### config.mk
export PLATFORM = sky130hd
export DESIGN_NAME = evt_spawner
export DESIGN_NICKNAME = d
export VERILOG_FILES = /design/src/rtl/evt_spawner.sv
export SDC_FILE = /design/constraint.sdc
export NUM_CORES = 1
export LEC_CHECK = 0
export BUFFER_PORTS_ARGS = -buffer_cell sky130_fd_sc_hd__buf_2
export CAP_MARGIN = 20
export CORE_AREA = 2 2 207 209
export DETAILED_ROUTE_END_ITERATION = 10
export DIE_AREA = 0 0 209 211
export PLACE_DENSITY = 0.4
export RECOVER_POWER = 25
export SLEW_MARGIN = 10
export SYNTH_ARGS = -nofsm -noshare
export SYNTH_HDL_FRONTEND = slang
export SYNTH_SLANG_ARGS = --single-unit
### constraint.sdc
create_clock -name clk -period 2.59 [get_ports clk]
set_clock_uncertainty 0.15 [all_clocks]
set_input_delay 0.518 -clock clk [delete_from_list [all_inputs] [get_ports clk]]
set_output_delay 0.518 -clock clk [all_outputs]
set_load 0.03 [all_outputs]
### src/rtl/evt_spawner.sv
module evt_spawner #(
  parameter int NUM_ENG = 8,
  parameter int NUM_IRQ = 4,
  parameter int TMR_W   = 32,
  parameter int DATA_W  = 64,
  localparam int EGW = $clog2(NUM_ENG),
  localparam int NEV = NUM_IRQ + 2,
  localparam int EVW = $clog2(NEV)
) (
  input  logic                   clk,
  input  logic                   rst_n,
  input  logic [NUM_IRQ-1:0]     irq_i,
  input  logic [NUM_IRQ-1:0]     cfg_irq_mask,
  input  logic [NUM_IRQ-1:0]     cfg_irq_any,
  input  logic [NUM_IRQ*EGW-1:0] cfg_irq_eng,
  input  logic [TMR_W-1:0]       cfg_tmr_cmp,
  input  logic [EGW-1:0]         cfg_tmr_eng,
  input  logic [NEV*DATA_W-1:0]  cfg_vec,
  output logic [NUM_ENG-1:0]     req_o,
  input  logic [NUM_ENG-1:0]     gnt_i,
  output logic                   pl_valid_o,
  output logic [DATA_W-1:0]      pl_data_o,
  output logic                   pl_last_o,
  output logic [EGW-1:0]         pl_dst_o,
  input  logic                   pl_ready_i
);

  typedef enum logic [1:0] {S_IDLE, S_REQ, S_ADDR, S_CODE} st_t;

  st_t               st;
  logic [TMR_W-1:0]  tmr;
  logic [NEV-1:0]    pend, set_v, clr_v;
  logic [EVW-1:0]    cur, pick;
  logic [EGW-1:0]    dst, cur_eng, gpick;
  logic              cur_any;
  logic [DATA_W-1:0] vec_sel;
  logic [NUM_ENG-1:0] hitv;

  assign set_v = {irq_i & ~cfg_irq_mask, tmr == cfg_tmr_cmp, 1'b0};
  assign clr_v = (st == S_CODE && pl_ready_i) ? (NEV'(1) << cur) : '0;

  always_comb begin
    pick = '0;
    for (int i = NEV - 1; i >= 0; i--)
      if (pend[i]) pick = EVW'(i);
  end

  always_comb begin
    cur_any = 1'b0;
    cur_eng = (cur == EVW'(1)) ? cfg_tmr_eng : '0;
    for (int k = 0; k < NUM_IRQ; k++)
      if (cur == EVW'(k + 2)) begin
        cur_any = cfg_irq_any[k];
        cur_eng = cfg_irq_eng[k*EGW +: EGW];
      end
    vec_sel = '0;
    for (int e = 0; e < NEV; e++)
      if (cur == EVW'(e)) vec_sel = cfg_vec[e*DATA_W +: DATA_W];
  end

  assign req_o = (st != S_REQ) ? '0 : (cur_any ? '1 : (NUM_ENG'(1) << cur_eng));
  assign hitv  = req_o & gnt_i;

  always_comb begin
    gpick = '0;
    for (int i = NUM_ENG - 1; i >= 0; i--)
      if (hitv[i]) gpick = EGW'(i);
  end

  assign pl_valid_o = (st == S_ADDR) || (st == S_CODE);
  assign pl_last_o  = (st == S_CODE);
  assign pl_data_o  = (st == S_CODE) ? DATA_W'(cur) : vec_sel;
  assign pl_dst_o   = dst;

  always_ff @(posedge clk) begin
    if (!rst_n) begin
      st   <= S_IDLE;
      tmr  <= '0;
      pend <= NEV'(1);
      cur  <= '0;
      dst  <= '0;
    end else begin
      tmr  <= tmr + 1'b1;
      pend <= (pend & ~clr_v) | set_v;
      case (st)
        S_IDLE: if (|pend) begin
          cur <= pick;
          st  <= S_REQ;
        end
        S_REQ: if (|hitv) begin
          dst <= gpick;
          st  <= S_ADDR;
        end
        S_ADDR: if (pl_ready_i) st <= S_CODE;
        S_CODE: if (pl_ready_i) st <= S_IDLE;
        default: st <= S_IDLE;
      endcase
    end
  end

endmodule

==> reports/qor.txt <==
Status = complete, but fails checks
Failing checks = setup timing
Yosys warnings = 0
Library cells used by synthesis = 56
Post-synth EDFFs = 0
Async SR Flop Fraction = 0
Hold Path Class = flip-flop to flip-flop
Mapped Nets = 1,138
Number of global-route vias before repair = 8,874
Post-route ant nets = 0
Syn_area_per_cell = 7.397 um^2
Seq cells post-synth = 46
Vias/cell = 4.533
Compound-Gate Fraction of Synth Area = 0.4599
Tot Pwr = 5.444 mW
Most used flip-flop cell after synthesis = dfxtp_1
Post-synthesis adder-cell area fraction = 0.01246
Drt pass-1 iters = 5
Arr. time, crit path = 2200 ps
Startpoint types = flip-flop
Fmax = 348.7 MHz
Initial antenna violation count = 28
Main combinational cell family by area after synthesis = compound AO/OA/AOI/OAI gates
Top cells by area in the synthesized netlist = a22oi_1 28%, dfxtp_1 18%, a31oi_1 7.8%
Gpl congestion = 0.9014
Mapped Area = 5022 um^2
CP endpoint kind = primary output
Worst hold slack = 316.0 ps
Fin crit period = 2868 ps
Die Ht = 211 um
Placed instance area = 9216 um^2
Slew Limit Fails = 0
Simple-gate share of the synthesized area = 0.1612
Pwr per Cell Area = 451.2 nW/um^2
Mux cell area share after synthesis = 0.01918
Clk_lat worst skew = 290 ps
Io pins = 531
Clock transition at path regs = 60 ps
H-tree Lvls = 2
Number of buffers created by CTS = 5
First-pass GRT wire length = 60,340 um
Leak pwr = 4.749 nW
DIE AREA = 44,100 um^2
GRT Total Usage = 0.1880
Nets = 1,765
Fin area = 12,070 um^2
Hold buffer count at cts = 0
Fin crit share = 1.107
Fin worst setup slack = -277.6 ps
CTS Buffer Depth = 2
Pin count of the biggest net entering global routing = 38
DRT Wirelength = 43,350 um
Cells after Synth = 679
Core area = 41,760 um^2
Max VDD drop = 0.0002760 V
Area leader, netlist = a22oi_1
CP max FO = 6
Slew margin rel. = 0.5566
Final Setup Violations = 74
Max Cap Violations = 0
DR iter-0 viols = 388
Die width = 209 um
Required @ worst endpoint = 1920 ps
Share of cells above drive strength 1 = 0.7039
Clk sinks = 46
Post-Synth XOR/XNOR Area = 0.09766
CTS tree = done
Grt total ovfl = 0
Avg WL per Cell = 23.26 um
Initial core utilization = 0.1203
Remaining DRCs = 0
Reg area = 932.1 um^2
IO buf count = 530
Root buffer cell = clkbuf_16
Area of the multi-input gates = 5044 um^2
CP Class = flip-flop to primary output
Final Hold Fails = 0
Post-synth top area share = 0.2825
FILL cells = 4,577
Routed vias = 8,449
Unrepaired setup endpoints after global routing = yes
DP HPWL = 32,940 um
Area Growth Syn to Fin = 140.2%
Sequential element share of the synthesized area = 0.1834
Cell Rows = 75
Worst-Margin Slew = 665.1 ps
Setup TNS = -8941 ps
## cell usage after synthesis, types with 2 or more instances
cell type / count
nand3_1: 17
a22oi_1: 189
and3_1: 4
o211ai_1: 2
or3_1: 8
buf_4: 2
clkbuf_1: 51
and2_1: 6
o221ai_1: 3
nand3b_1: 2
nand2_1: 31
o2bb2ai_1: 2
buf_6: 5
dfxtp_1: 46
a21oi_1: 27
nor2_1: 49
o21ai_0: 22
inv_1: 12
a21boi_0: 2
nor2b_1: 2
nand2b_1: 6
a221oi_1: 2
nor4_1: 2
mux2i_1: 7
a221oi_2: 2
a221o_2: 2
xnor2_1: 38
ha_1: 5
nor3_1: 13
nand4_1: 14
a31oi_1: 63
xor2_1: 18
o31ai_2: 2
## state kept, by name, summed over array words and instances, names as in the netlist
register / flops
cur: 3
pl_dst_o: 3
pend: 6
st: 2
tmr: 32
## worst max-delay path: stages (launching register included)
cell and delay, ps:
dfxtp_4 370, and2b_4 320, a222oi_1 100, buf_4 170, or2_4 250, or3_4 410
a21oi_4 130, buf_6 150
## timing repair
| item | 4_1_cts | 5_1_grt |
|---|---|---|
| gates cloned | 25 | 2 |
| resized for setup | 348 | 76 |
| buffers inserted | 53 | 17 |
| setup endpoints to repair | 77 | 77 |
| pin swaps | 100 | 70 |
## report_power, final
group | leakage [nW] | switching, mW | internal [mW]
Sequential | 0.375 | 0.0460 | 0.739
Combinational | 4.30 | 2.15 | 1.87
Clock | 0.0699 | 0.287 | 0.358
Total | 4.75 | 2.48 | 2.96
## metal layers
layer  vias up  track usage  wire [um]
met5         -            0        107
met4        16      0.07808       1718
met3        80      0.03925       2692
met2       365       0.3384      22200
met1      4006       0.2159      16630
li1       3982            -          -
## area by class of cell
| cell class | instances | area share |
|---|---|---|
| multi-input combinational | 559 | 0.4180 |
| timing repair buffer | 680 | 0.4278 |
| clock buffer | 5 | 0.01037 |
| clock inverter | 3 | 0.001763 |
| tap | 539 | 0.05590 |
| inverter | 14 | 0.005185 |
| antenna | 18 | 0.003733 |
| sequential | 46 | 0.07726 |
## logic make-up after synthesis
group	Yosys count
AND/OR/NAND/NOR	163
adder cells (fa/ha/maj)	5
XOR/XNOR	56
buffers and inverters	74
flip-flops	46
AO/OA/AOI/OAI	326
multiplexers	9
## path summary, 6_finish.rpt
check / startpoint / to / slack [ps] / cells after the start
worst min register to register: pl_dst_o[2]$_SDFFE_PN0P_ / pl_dst_o[2]$_SDFFE_PN0P_ / 320 / 2
worst min-delay path: pl_dst_o[2]$_SDFFE_PN0P_ / pl_dst_o[2]$_SDFFE_PN0P_ / 320 / 2
worst max register to register: cur[2]$_SDFFE_PN0P_ / st[0]$_SDFFE_PN0P_ / -160 / 12
worst max-delay path: cur[2]$_SDFFE_PN0P_ / req_o[7] / -280 / 7
## placed cells by master (no fill, tap or decap), types with 7 or more instances in the layout
master / count
diode_2: 18
buf_8: 18
nand2_1: 30
xnor2_1: 38
xor2_1: 18
a22oi_1: 70
inv_1: 11
clkbuf_16: 7
nor3_1: 7
buf_4: 61
buf_6: 93
a21oi_1: 17
o21ai_0: 16
nand3_1: 14
dfxtp_1: 43
buf_2: 455
buf_16: 14
nor2_1: 46
a31oi_2: 60
buf_12: 29
mux2i_1: 7
nand4_1: 14
a22oi_2: 119
## through the flow
stage,utilization,std cells,setup WS [ps]
2_1_floorplan,-,679,-112.7
3_3_place_gp,0.2207,1755,-393.3
3_5_place_dp,0.2207,1755,-374.9
4_1_cts,0.2843,1840,-316.9
5_1_grt,0.2884,1856,-345.8
6_report,0.2889,1864,-277.6
Power figures use the tool's default switching activity.
